$ cat src/rtl/sbsram_pkg.sv
package sbsram_pkg;
    typedef enum logic [1:0] {
        ST_IDLE  = 2'd0,
        ST_CAPT  = 2'd1,
        ST_DRIVE = 2'd2,
        ST_WROTE = 2'd3
    } sb_state_t;
endpackage

$ cat src/rtl/sbsram_decode.sv
module sbsram_decode #(
    parameter int LANES = 2
) (
    input  logic             ctl_stb_n,
    input  logic             cpu_stb_n,
    input  logic             en_a_n,
    input  logic             en_b,
    input  logic             en_c_n,
    input  logic             all_wr_n,
    input  logic             lane_wr_n,
    input  logic [LANES-1:0] lane_sel_n,
    input  logic             adv_n,
    output logic             rd_start,
    output logic             wr_start,
    output logic             desel,
    output logic [LANES-1:0] lane_mask,
    output logic             burst_load,
    output logic             burst_step
);
    logic chip_on;
    logic any_stb;

    always_comb begin
        chip_on = !en_a_n && en_b && !en_c_n;
        any_stb = !ctl_stb_n || !cpu_stb_n;
        if (!all_wr_n)
            lane_mask = '1;
        else if (!lane_wr_n)
            lane_mask = ~lane_sel_n;
        else
            lane_mask = '0;
        wr_start   = chip_on && cpu_stb_n && !ctl_stb_n && (|lane_mask);
        rd_start   = chip_on && any_stb && !wr_start;
        desel      = any_stb && !chip_on;
        burst_load = rd_start || wr_start;
        burst_step = !adv_n && !burst_load;
    end
endmodule

$ cat src/rtl/sbsram_array.sv
module sbsram_array #(
    parameter int AW     = 6,
    parameter int LANES  = 2,
    parameter int LANE_W = 9
) (
    input  logic                    clk,
    input  logic                    rst_n,
    input  logic [LANES-1:0]        wr_lane,
    input  logic [AW-1:0]           wr_addr,
    input  logic [LANES*LANE_W-1:0] wr_data,
    input  logic                    rd_en,
    input  logic [AW-1:0]           rd_addr,
    output logic [LANES*LANE_W-1:0] rd_data
);
    localparam int DEPTH = 1 << AW;

    for (genvar k = 0; k < LANES; k++) begin : g_lane
        logic [LANE_W-1:0] lane_mem [DEPTH];
        logic [LANE_W-1:0] lane_q;

        always_ff @(posedge clk) begin
            if (wr_lane[k])
                lane_mem[wr_addr] <= wr_data[k*LANE_W +: LANE_W];
        end

        always_ff @(posedge clk) begin
            if (!rst_n)
                lane_q <= '0;
            else if (rd_en)
                lane_q <= lane_mem[rd_addr];
        end

        assign rd_data[k*LANE_W +: LANE_W] = lane_q;
    end
endmodule

$ cat src/rtl/sbsram_fsm.sv
module sbsram_fsm
    import sbsram_pkg::*;
#(
    parameter int AW = 6
) (
    input  logic          clk,
    input  logic          rst_n,
    input  logic          rd_start,
    input  logic          wr_start,
    input  logic          desel,
    input  logic          out_en_n,
    input  logic [AW-1:0] addr,
    output logic [AW-1:0] addr_q,
    output logic          rd_en,
    output logic          dq_drv
);
    sb_state_t state_q, state_d;

    always_comb begin
        state_d = state_q;
        if (desel)
            state_d = ST_IDLE;
        else if (wr_start)
            state_d = ST_WROTE;
        else if (rd_start)
            state_d = ST_CAPT;
        else begin
            unique case (state_q)
                ST_IDLE:  state_d = ST_IDLE;
                ST_CAPT:  state_d = ST_DRIVE;
                ST_DRIVE: state_d = ST_DRIVE;
                ST_WROTE: state_d = ST_IDLE;
            endcase
        end
    end

    always_ff @(posedge clk) begin
        if (!rst_n) begin
            state_q <= ST_IDLE;
            addr_q  <= '0;
        end else begin
            state_q <= state_d;
            if (rd_start || wr_start)
                addr_q <= addr;
        end
    end

    always_comb begin
        rd_en  = 1'b0;
        dq_drv = 1'b0;
        unique case (state_q)
            ST_IDLE:  ;
            ST_CAPT:  rd_en = 1'b1;
            ST_DRIVE: dq_drv = !out_en_n && !wr_start;
            ST_WROTE: ;
        endcase
    end
endmodule

$ cat src/rtl/sbsram_front.sv
module sbsram_front #(
    parameter int AW     = 6,
    parameter int LANES  = 2,
    parameter int LANE_W = 9,
    localparam int WORD_W = LANES * LANE_W
) (
    input  logic              clk,
    input  logic              rst_n,
    input  logic              ctl_stb_n,
    input  logic              cpu_stb_n,
    input  logic              en_a_n,
    input  logic              en_b,
    input  logic              en_c_n,
    input  logic              all_wr_n,
    input  logic              lane_wr_n,
    input  logic [LANES-1:0]  lane_sel_n,
    input  logic              adv_n,
    input  logic              out_en_n,
    input  logic [AW-1:0]     addr,
    input  logic [WORD_W-1:0] dq_in,
    output logic [WORD_W-1:0] dq_out,
    output logic              dq_drv,
    output logic              burst_load,
    output logic [AW-1:0]     burst_addr,
    output logic              burst_step
);
    logic             rd_start;
    logic             wr_start;
    logic             desel;
    logic [LANES-1:0] lane_mask;
    logic [AW-1:0]    addr_q;
    logic             rd_en;
    logic [LANES-1:0] wr_lane;

    sbsram_decode #(.LANES(LANES)) u_decode (
        .ctl_stb_n  (ctl_stb_n),
        .cpu_stb_n  (cpu_stb_n),
        .en_a_n     (en_a_n),
        .en_b       (en_b),
        .en_c_n     (en_c_n),
        .all_wr_n   (all_wr_n),
        .lane_wr_n  (lane_wr_n),
        .lane_sel_n (lane_sel_n),
        .adv_n      (adv_n),
        .rd_start   (rd_start),
        .wr_start   (wr_start),
        .desel      (desel),
        .lane_mask  (lane_mask),
        .burst_load (burst_load),
        .burst_step (burst_step)
    );

    sbsram_fsm #(.AW(AW)) u_fsm (
        .clk      (clk),
        .rst_n    (rst_n),
        .rd_start (rd_start),
        .wr_start (wr_start),
        .desel    (desel),
        .out_en_n (out_en_n),
        .addr     (addr),
        .addr_q   (addr_q),
        .rd_en    (rd_en),
        .dq_drv   (dq_drv)
    );

    assign wr_lane    = wr_start ? lane_mask : '0;
    assign burst_addr = addr;

    sbsram_array #(.AW(AW), .LANES(LANES), .LANE_W(LANE_W)) u_array (
        .clk     (clk),
        .rst_n   (rst_n),
        .wr_lane (wr_lane),
        .wr_addr (addr),
        .wr_data (dq_in),
        .rd_en   (rd_en),
        .rd_addr (addr_q),
        .rd_data (dq_out)
    );
endmodule

$ cat config.mk
export PLATFORM = sky130hd
export DESIGN_NAME = sbsram_front
export DESIGN_NICKNAME = d
export VERILOG_FILES = /design/src/rtl/sbsram_pkg.sv /design/src/rtl/sbsram_decode.sv /design/src/rtl/sbsram_array.sv /design/src/rtl/sbsram_fsm.sv /design/src/rtl/sbsram_front.sv
export SDC_FILE = /design/constraint.sdc
export NUM_CORES = 1
export LEC_CHECK = 0
export ABC_AREA = 1
export BUFFER_PORTS_ARGS = -buffer_cell sky130_fd_sc_hd__buf_2
export CORE_UTILIZATION = 45
export DETAILED_ROUTE_END_ITERATION = 12
export SLEW_MARGIN = 0
export SYNTH_ARGS = -nofsm -noshare
export SYNTH_HDL_FRONTEND = slang
export SYNTH_HIERARCHICAL = 1
export SYNTH_SLANG_ARGS = --single-unit
$ cat constraint.sdc
create_clock -name clk -period 2.5 [get_ports clk]
set_input_delay 0.125 -clock clk [delete_from_list [all_inputs] [get_ports clk]]
set_output_delay 0.125 -clock clk [all_outputs]
set_load 0.01 [all_outputs]
==> After elaboration in Yosys (flattened, before gate mapping) <==
Memories as Yosys holds them, arrays and structs flattened. A register that Yosys moved wholly into a read port is not among the register bits.
Cells that the tools add are included.
{ "word_totals": {"memories": 2, "out_inout_bits": 27, "ram_bits": 1152, "reg_bits": 8, "inputBits": 37, "word_cells": 49} }
{ "memory_table": {"columns": ["name", "words", "word_bits", "rd", "rd_clocked_by_memory_dff", "write_ports", "line", "source"], "rows": [
  ["u_array.g_lane[0].lane_mem", 64, 9, 1, 1, 1, "sbsram_array.sv:18", "logic [LANE_W-1:0] lane_mem [DEPTH];"],
  ["u_array.g_lane[1].lane_mem", 64, 9, 1, 1, 1, "sbsram_array.sv:18", null]
]} }
{ "op_classes": {"n_reduce_logical": 28, "eq_ne": 3, "n_mux": 12, "bitwise": 2} }
{ "op_table": {"columns": ["cell", "count"], "rows": [
  ["1-bit logical NOT", 11],
  ["1-bit logical AND", 10],
  ["2-bit 2-to-1 mux", 5],
  ["2-bit OR reduction", 4],
  ["1-bit 2-to-1 mux", 6],
  ["2-bit equality test (second input constant)", 2],
  ["2-bit one-hot mux with 2 select lines", 1],
  ["2-bit by 1-bit equality test with 1-bit output (second input constant)", 1],
  ["2-bit logical NOT", 1],
  ["1-bit logical OR", 2],
  ["2-bit inverter", 1],
  ["1-bit inverter", 1]
]} }

==> Logic depth before layout (Yosys ltp) <==
Gate-level depths: netlist of run 1.
{ "depth": {"word_depth": 11, "ltp_mapped": 14, "mapped_depth_nobuf": 11} }

==> Hierarchy <==
Netlist of run 1, hierarchy kept.
{ "by_module_without_submodules": {"columns": ["mod", "cells_per_inst", "area_per_inst_um2", "seq_area_each_um2", "n_inst"], "rows": [
  ["sbsram_array", 4047, 47968.5, 34953.5, 1],
  ["sbsram_fsm", 51, 352.8, 160.2, 1],
  ["sbsram_decode", 22, 111.4, 0.0, 1],
  ["sbsram_front", 10, 60.1, 0.0, 1]
]} }

==> Least setup slack after synthesis of run 1 <==
No wires, ideal clock.
{ "synth_timing": {"kind": "input-to-reg", "startpoint": "input en_c_n", "endpoint": "memory u_array.g_lane[0].lane_mem[10][0], enable pin", "setup_ns": 0.387, "setup_slack_ns": 0.476, "path_stages": 9, "path_buffers": 1, "required_ns": 2.113, "t_arrival_ns": 1.637, "cell_sequence": "inv_2 -> nand3_2 -> nor2_2 -> and2_1 -> nand2_1 -> inv_1 -> inv_2 -> clkbuf_1 -> nor3_1"} }
{ "synth_via": {"elab_chain_cells": 8} }
{ "synth_lines": {"columns": ["element", "line", "source"], "rows": [
  ["start: declaration", "sbsram_front.sv:13", "input logic en_c_n,"],
  ["1-bit logical NOT", "sbsram_decode.sv:24", "chip_on = !en_a_n && en_b && !en_c_n;"],
  ["1-bit logical AND", "sbsram_decode.sv:24", null],
  ["1-bit logical AND (3 in series)", "sbsram_decode.sv:32", "wr_start = chip_on && cpu_stb_n && !ctl_stb_n && (|lane_mask);"],
  ["named net wr_start", "sbsram_front.sv:28", "logic wr_start;"],
  ["2-bit 2-to-1 mux", "sbsram_front.sv:66", "assign wr_lane = wr_start ? lane_mask : '0;"],
  ["named net wr_lane[0]", "sbsram_front.sv:33", "logic [LANES-1:0] wr_lane;"],
  ["1-bit 2-to-1 mux", "sbsram_array.sv:22", "if (wr_lane[k])"],
  ["1-bit 2-to-1 mux (not written as such)", "sbsram_array.sv:23", "lane_mem[wr_addr] <= wr_data[k*LANE_W +: LANE_W];"],
  ["end: declaration", "sbsram_array.sv:18", null]
]} }
The timed path passes the listed nets, and every way through them passes these cells.

==> metrics list, run 1 <==
* Number of buffers inserted by port buffering: 63
- Status: finished clean
- For the final database, setup skew stands at 0.0328 ns.
- The first global-routing pass estimated 199000 um of wire.
* Top cell type's share of synthesized area: 71.3%
- Worst-path cell with the longest stage delay: sky130_fd_sc_hd__dfxtp_4
- Sequential cells account for 52.5% of the total power.
- Clock-pin slew was measured on the worst setup and hold paths at 0.06 ns.
* Number of antenna violations at the first check in global routing: 3
- The count of final max-slew check failures came to 0.
* Final number of hold-violating endpoints: 0
- Number of iterations in the first detailed-routing pass: 5
* TritonCTS clock tree: done
- Max stage delay on crit path: 0.42 ns
* Total power draw: 0.0414 W
- After synthesis the cells add up to 48500 sq um.
- Final setup TNS: 0 ns
- Leaving out fill and tap cells, the most frequent cell in the layout is sky130_fd_sc_hd__nand2_1.
- Number of sinks on the clock net: 1178
* Total Die Area: 109000 sq um
- The floorplan has 120 rows.
* Initial detailed-routing violation count: 3924
- Leading cell types in the layout, fill and taps excluded: sky130_fd_sc_hd__nand2_1, sky130_fd_sc_hd__edfxtp_1, sky130_fd_sc_hd__nand3_1, sky130_fd_sc_hd__buf_4, sky130_fd_sc_hd__clkbuf_16
- The die is 330 um tall.
* Switching Fraction: 23.0%
* Family with the most delay on the worst path: simple AND/OR/NAND/NOR gates
* Hpwl dp: 80800 um
* Number of nets in the layout: 4359
- # DRC: 0
- Layout Area Growth over Synthesis: 14.0%
- Detailed-route wire length: 135000 um
* Number of maximum-capacitance constraint violations: 0
- In this run the remaining antenna-violating nets after routing total 0.
- Total I/O pin count: 64
- Among the stages of the critical path, the cell type that occurs most often is sky130_fd_sc_hd__nand3_1.
- Synthesis inferred 1178 register bits.
- In this run the horizontal extent of the chip is 330 um.
- PwrDens: 748 nW/um^2
- Highest clock rate: 0.421 GHz
* Crit share post-route: 95.1%
* CP Cell Sequence: buf_4, buf_4, buf_16, nand2_1, nand3_1, nand3_1, nand3_1, nand2_1, nand2_1, nand3_1, nand3_1, nand2_1, inv_1
* Leakage power total: 19.8 nW
- Once the floorplan was initialized, standard cells occupied 45.4% of the core.
* Crit start category: register
* Warnings from Yosys: 6
- Pin count of the biggest net entering global routing: 128
- Maximum level of the CTS H-tree: 3
- After synthesis, the mean cell area works out to 11.7 sq um.
* Worst-path fanout max: 109
- Cell taking the most area after synthesis: sky130_fd_sc_hd__edfxtp_1
* Area contributors post-synth: sky130_fd_sc_hd__edfxtp_1, sky130_fd_sc_hd__nand3_1, sky130_fd_sc_hd__nand2_1
- Global routing finished with a remaining overflow of 0.
- Clock root cell: sky130_fd_sc_hd__clkbuf_16
* Met2 routed WL: 61200 um
* Mapped Cells: 4130
* Core Region: 107000 sq um
- Net Sw Power: 0.00952 W
* Arrival time reported for the critical path endpoint: 3.03 ns
- Worst-Margin Slew: 1.07 ns
- The routed design could run at a clock period as short as 2.38 ns.
- In the routed layout, each cell is associated on average with a via count of 5.57.
- Top Layer Used: met4
* Max rail drop VDD: 0.640 mV
* Total via count after detailed routing: 32500
* Required time worst endpoint: 3.15 ns
- Maximum clock insertion buffer count: 3
- In the final routed layout, each cell accounts on average for 23.1 um.
- Sequential-to-total area share from yosys stat: 72.4%
* Net Count, Synth: 4169
* Global routing usage summed across all routing layers: 24.7%
* Relative slew margins: 28.5%
- The min-delay analysis places its worst path in the category in -> reg.
- Distinct cell type count of the synthesized netlist: 25
- Clock latency on the worst-skew pair, taken at its later pin, is 0.73 ns.
- The worst setup path is of the reg -> reg kind.
* Inserted Clock Buffers: 118
* Element type at the critical path end: register
- Of the cells placed in the final design, the portion with a size suffix greater than 1 is 11.4%.
- Hold is met by 0.114 ns.
* Routed metal-1 wire length: 58600 um
* Number of fill cells: 9297
- Setup violations remaining at the end of the flow were counted as 0.
- Setup repair after global routing left no endpoint under its margin.
* Routed length on met3: 11500 um
- Part of the total power dissipated in combinational logic: 7.1%
- Clk pwr share: 40.4%
- Placer Congestion: 0.879
- Vias in the first global route: 30800
- Together, buffers and inverters on the worst path number 4.
- Internal Power: 0.0318 W
flip-flops by register name, summed over array words and instances (netlist names):
signal / count
u_array/g_lane.lane_q: 18
u_array/g_lane.lane_mem: 1152
u_fsm/state_q: 2
u_fsm/addr_q: 6
worst register-to-register path, delay by kind of cell, from the launching register on:
family,cells,cell delay [ns]
simple gates,9,1.12
buf+inv,4,0.79
flops,1,0.42
synth_stat cells:
| master | number |
|---|---|
| sky130_fd_sc_hd__edfxtp_1 | 1152 |
| sky130_fd_sc_hd__nand3_2 | 2 |
| sky130_fd_sc_hd__nor2_1 | 70 |
| sky130_fd_sc_hd__nand3b_1 | 2 |
| sky130_fd_sc_hd__nor3b_1 | 1 |
| sky130_fd_sc_hd__buf_1 | 17 |
| sky130_fd_sc_hd__nand2_1 | 1343 |
| sky130_fd_sc_hd__nor3_1 | 116 |
| sky130_fd_sc_hd__a21oi_1 | 1 |
| sky130_fd_sc_hd__nand2_2 | 2 |
| sky130_fd_sc_hd__inv_4 | 1 |
| sky130_fd_sc_hd__nor2_2 | 3 |
| sky130_fd_sc_hd__nand4_1 | 1 |
| sky130_fd_sc_hd__buf_4 | 31 |
| sky130_fd_sc_hd__and2_1 | 1 |
| sky130_fd_sc_hd__inv_1 | 37 |
| sky130_fd_sc_hd__nand3_1 | 1070 |
| sky130_fd_sc_hd__inv_2 | 12 |
| sky130_fd_sc_hd__clkinv_1 | 5 |
| sky130_fd_sc_hd__clkbuf_1 | 52 |
| sky130_fd_sc_hd__ha_1 | 2 |
| sky130_fd_sc_hd__dfxtp_1 | 26 |
| sky130_fd_sc_hd__buf_2 | 118 |
| sky130_fd_sc_hd__buf_6 | 64 |
| sky130_fd_sc_hd__inv_8 | 1 |
layout make-up:
| type | instances | area [sq um] | area share, % |
|---|---|---|---|
| inverter | 56 | 246 | 0.446 |
| timing repair buffer | 352 | 3190 | 5.77 |
| tap | 1403 | 1760 | 3.17 |
| clock inverter | 54 | 398 | 0.720 |
| multi-input combinational | 2614 | 11400 | 20.5 |
| sequential | 1178 | 35100 | 63.5 |
| antenna | 2 | 5.00 | 0.00905 |
| clock buffer | 164 | 3220 | 5.82 |
worst paths after layout:
kind / startpoint / end / slack, ns / depth (start not counted)
min reg2reg: u_array/g_lane[1].lane_q[8] / u_array/g_lane[1].lane_q[8] / 0.56 / 4
max: u_fsm/addr_q[0] / u_array/g_lane[0].lane_q[2] / 0.12 / 13
max reg2reg: u_fsm/addr_q[0] / u_array/g_lane[0].lane_q[2] / 0.12 / 13
min: lane_sel_n[0] / u_fsm/state_q[1] / 0.11 / 8
power by group through the flow:
stage,sequential [W],clock [W],combinational [W]
2_1_floorplan,0.0221,0,0.00161
3_3_place_gp,0.0221,0,0.00287
3_5_place_dp,0.0221,0,0.00289
4_1_cts,0.0217,0.0170,0.00293
5_1_grt,0.0217,0.0177,0.00317
6_report,0.0217,0.0167,0.00295
per-layer routing:
| layer | global-route usage [%] | up-vias |
|---|---|---|
| met3 | 4.12 | 178 |
| li1 | - | 15000 |
| met5 | 0 | - |
| met2 | 37.7 | 1382 |
| met4 | 7.13 | 0 |
| met1 | 36.3 | 15900 |
stage by stage:
stage | std cells | area, sq um | utilization, % | setup slack, ns
after CTS | 5821 | 55300 | 51.7 | 0.121
after detailed placement | 5579 | 51400 | 48.1 | 0.143
final | 5823 | 55300 | 51.7 | 0.123
after global placement | 5579 | 51400 | 48.1 | 0.124
after floorplan | 4130 | 48500 | - | 0.476
after global routing | 5822 | 55300 | 51.7 | 0.0162
repair_timing:
item,CTS,global route
hold buffers,24,0
buffers inserted,0,0
gates resized for setup,0,1
endpoints found under the hold margin,437,0
endpoints found under the setup margin,0,2
logic make-up (layout without fill, tap and decap cells):
logic type,Yosys count,after routing,share of synthesized area [%]
adder cells (fa/ha/maj),2,2,0.0516
buffers and inverters,338,626,4.17
AO/OA/AOI/OAI,1,1,0.0103
flip-flops,1178,1178,72.4
other,0,2,0
AND/OR/NAND/NOR,2611,2611,23.4
(Power assumes the default switching activity.)
==> run 2, diff against run 1 <==
--- a/config.mk
+++ b/config.mk
@@ -12,5 +12,4 @@
 export SLEW_MARGIN = 0
 export SYNTH_ARGS = -nofsm -noshare
 export SYNTH_HDL_FRONTEND = slang
-export SYNTH_HIERARCHICAL = 1
 export SYNTH_SLANG_ARGS = --single-unit
==> run 2 against run 1 <==
Clock skew shrank 0.0080 ns. Flip-flop and latch count is the same. Worst setup slack gained 0.17 ns. Final area shrank 0.68%. Routed wire length shrank 1.2%. Core utilization grew 0.15 points. Fmax grew 7.5%. Global-route usage shrank 0.43 points. Combinational power shrank 19%.
==> metrics list, run 2 <==
- The flow ran to the end, and the final reports show no timing, DRC or antenna violations.
- Number of synthesized flops with an enable pin: 1152 (unchanged)
- Final setup TNS: 0 ns (unchanged)
- The wire length of the first global-routing pass came to 197000 um (-1.3%).
- Placement Rows: 119 (-0.83%)
- The top achievable clock speed is 0.452 GHz (+7.5%).
- TritonCTS built the clock tree.
- The post-detailed-route DRC marker count came to 0 (unchanged).
* Worst clock skew on the final layout: 0.0249 ns (-0.00796 ns)
- The global-route usage over all layers is 24.2% (-0.43 points).
- Setup slack at placement: 0.154 ns (+0.0112 ns)
- The sequential-to-total area share from yosys stat was 72.7% (+0.28 points).
- The critical path in this run is classified as reg -> reg.
- Area contributors post-synth: sky130_fd_sc_hd__edfxtp_1, sky130_fd_sc_hd__nand3_1, sky130_fd_sc_hd__nand2_1
* Number of buffers inserted by port buffering: 63 (unchanged)
- Leakage power total: 19.6 nW (-1.1%)
- In this run the critical register-to-register path is launched from u_fsm.addr_q[1].
* Number of antenna violations at the first check in global routing: 7 (+4)
- The area enclosed by the die boundary came to 109000 sq um (-0.39%).
- CP Cell Sequence: buf_12, nand3_1, nand3_1, nand3_1, nand2_1, nand2_1, nand3_1, nand3_1, nand2_1, inv_1
- Number of maximum-capacitance constraint violations: 0 (unchanged)
- Post_cts resized: 0 (unchanged)
- Leading cell types in the layout, fill and taps excluded: sky130_fd_sc_hd__nand2_1, sky130_fd_sc_hd__edfxtp_1, sky130_fd_sc_hd__nand3_1, sky130_fd_sc_hd__buf_4, sky130_fd_sc_hd__nor2_1
- The total number of vias is 32400 (-0.22%).
- Ratio of routed vias to standard cells: 5.57 (about the same)
- Registers with the highest flip-flop counts: u_array.g_lane.lane_mem: 1152 flops, u_array.g_lane.lane_q: 18 flops, u_fsm.addr_q: 6 flops
* Arrival time reported for the critical path endpoint: 2.81 ns (-0.22 ns)
* Core Region: 106000 sq um (-0.97%)
- STA classifies the critical path startpoint as a register.
* Proportion of register bits with asynchronous set or reset after synthesis: 0% (unchanged)
- Worst r2r path cells: 10 (-3)
- The flop-to-flop setup slack is 0.29 ns (+0.17 ns).
- The post-place instance area came to 51100 sq um (-0.73%).
- The fraction of post-synthesis cell area in the top cell type by area was 71.6% (+0.28 points).
- Crit path top cell by count: sky130_fd_sc_hd__nand3_1
- Count of final max-slew check failures: 0 (unchanged)
- The cell count of the worst hold path was 1 (-7).
- The time the final worst path needs with I/O delays and setup was 2.21 ns (-0.166 ns).
- Worst-path clk slew: 0.06 ns (about the same)
* Initial detailed-routing violation count: 3717 (-5.3%)
* Unrepaired setup endpoints after global routing: false
- The remaining max-slew budget at the tightest pin came to 40.9% (+12 points).
- Register bit count reported by yosys: 1178 (unchanged)
- The placer congestion estimate was 0.876 (-0.38%).
- Avg Cell Area, Syn: 11.7 sq um (-0.51%)
- The path class of the tightest hold or removal check is in -> reg.
- Warnings from Yosys: 0 (-6)
- The half-perimeter wire length after detailed placement is 79400 um (-1.8%).
* Max rail drop VDD: 0.519 mV (-19%)
- Number of antenna-violating nets in the routed design: 0 (unchanged)
- Crit share post-route: 88.4% (-6.6 points)
- Routed wire length per instance: 22.9 um (-0.96%)
- Launch instance of the worst min-delay path: dq_in[2]
- u_array.g_lane.lane_mem holds more flip-flops than any other register.
* Layout Area Growth over Synthesis: 13.7%
- Mapped Cells: 4135 (+0.12%)
* # diodes: 0 (-2)
* Inserted Clock Buffers: 119 (+0.85%)
- Final number of hold-violating endpoints: 0 (unchanged)
* Cell with the most instances after synthesis: sky130_fd_sc_hd__nand2_1
* Total setup violations reported at the end of the flow: 0 (unchanged)
- The count of different cell masters after synthesis is 19 (-24%).
- Worst-path fanout max: 101 (-7.3%)
- The required time of the critical path came to 3.09 ns (-0.06 ns).
- The area of all placed cells without fillers came to 54900 sq um (-0.68%).
* Worst-path cell with the longest stage delay: sky130_fd_sc_hd__dfxtp_4
- Die Wd: 330 um (-0.19%)
* Most common library cell in the layout ignoring fill and taps: sky130_fd_sc_hd__nand2_1
- The total grt overflow came to 0 (unchanged).
- The power density over the cells is 744 nW/um^2 (-0.56%).
- Starting density of the core: 45.6% (+0.27 points)
* Clock latency on the worst-skew pair: 0.71 ns (-0.02 ns)
- Most numerous cell types in the synthesized netlist: sky130_fd_sc_hd__nand2_1, sky130_fd_sc_hd__edfxtp_1, sky130_fd_sc_hd__nand3_1
* Max reg flops: 1152 (unchanged)
- Number of iterations in the first detailed-routing pass: 6 (+1)
- The final wirelength came to 133000 um (-1.2%).
- Chip Height: 330 um (-0.19%)
* Most used flip-flop cell after synthesis: sky130_fd_sc_hd__edfxtp_1
- Reg2reg end: u_array.g_lane[0].lane_q[5]
- For hold timing, the worst endpoint is u_array.g_lane[0].lane_mem[33][2].
- Element type at the critical path end: register
* Pin count of the biggest net entering global routing: 111 (-13%)
- Minimum setup slack in the final design: 0.289 ns (+0.166 ns)
- Max stage delay on crit path: 0.43 ns (about the same)
- The via count of the first global-routing pass came to 30300 (-1.6%).
- The synthesized net count is 4174 (+0.12%).
* Share of final-layout standard cells stronger than drive strength 1: 10.9% (-0.52 points)
* Cell taking the most area after synthesis: sky130_fd_sc_hd__edfxtp_1
- The number of H-tree levels was 3 (unchanged).
* Number of nets in the layout: 4356 (-0.069%)
- Number of sinks on the clock net: 1178 (unchanged)
* Total I/O pin count: 64 (unchanged)
* Total standard cell area after synthesis: 48300 sq um (-0.39%)
* Clock root cell: sky130_fd_sc_hd__clkbuf_16
* Worst-Margin Slew: 0.886 ns (-0.186 ns)
* Maximum clock insertion buffer count: 3 (unchanged)
==> run 2: changes by cell type in the layout (fill, tap and decap cells not counted), moves of 9 or more <==
cell	change
sky130_fd_sc_hd__buf_12	-9
sky130_fd_sc_hd__clkbuf_1	-14
sky130_fd_sc_hd__clkinv_2	+11
sky130_fd_sc_hd__inv_2	-9
sky130_fd_sc_hd__nand2_1	+40
sky130_fd_sc_hd__nor2_1	+98
sky130_fd_sc_hd__nor3_1	-99
sky130_fd_sc_hd__o21ai_0	+10
==> run 2: final cells by class <==
class / instances / area [sq um]
flip-flops and latches: 1178 / 35100
inverters: 36 / 176
clock buffers: 146 / 3140
repair buffers: 330 / 2880
clock inverters: 77 / 492
well taps: 1391 / 1740
repair inverters: 1 / 11.3
fillers: 9107 / 50900
multi-input cells: 2651 / 11300
==> run 2: metrics by stage <==
step | total power [W] | instances | util, % | hold slack (ns)
3_3_place_gp | 0.0245 | 5563 | 48.2 | 0.411
6_report | 0.0409 | 5810 | 51.9 | 0.00919
5_1_grt | 0.0420 | 5810 | 51.9 | 0.0169
3_5_place_dp | 0.0245 | 5563 | 48.2 | 0.408
4_1_cts | 0.0411 | 5806 | 51.8 | 0.00204
2_1_floorplan | 0.0234 | 4135 | - | 0.224
==> run 2: repair_timing <==
action | CTS | global route
hold buffers | 20 | 0
setup endpoints to repair | 0 | 6
buffers inserted | 0 | 3
endpoints found under the hold margin | 399 | 0
==> run 2: critical path: cells and delay by family (launching register included) <==
family | cells | cell delay, ns
buf+inv | 2 | 0.37
flops | 1 | 0.43
simple gates | 8 | 1.02
==> run 2: worst max path at each step <==
stage / endpoint / from
after global placement: u_array.g_lane[0].lane_q[2] / u_fsm.addr_q[0]
after global routing: u_array.g_lane[0].lane_q[5] / u_fsm.addr_q[1]
after CTS: u_array.g_lane[1].lane_q[0] / u_fsm.addr_q[0]
final: u_array.g_lane[0].lane_q[5] / u_fsm.addr_q[1]
after floorplan: u_array.g_lane[0].lane_mem[10][0] / en_a_n
after detailed placement: u_array.g_lane[1].lane_q[0] / u_fsm.addr_q[0]
==> run 2: cells by family (layout without fill, tap and decap cells) <==
group	Yosys count	after routing	share of synthesized area, %
compound gates	17	17	0.176
fa+ha+maj	2	2	0.0518
buf+inv	306	590	3.83
flops	1178	1178	72.7
simple gates	2632	2632	23.2
==> run 2: power by group <==
part	switching (W)	internal [W]	total (W)
combinational	0.00174	0.000640	0.00238
clock	0.00739	0.00938	0.0168
sequential	0.0000321	0.0217	0.0217
==> run 2: routing by layer <==
layer,vias to the layer above,track usage (%),part of all wire (%)
li1,14900,-,-
met3,181,3.24,8.2
met1,15800,36.3,43
met4,2,6.54,2.3
met2,1457,37.2,46
met5,-,0,0.0068
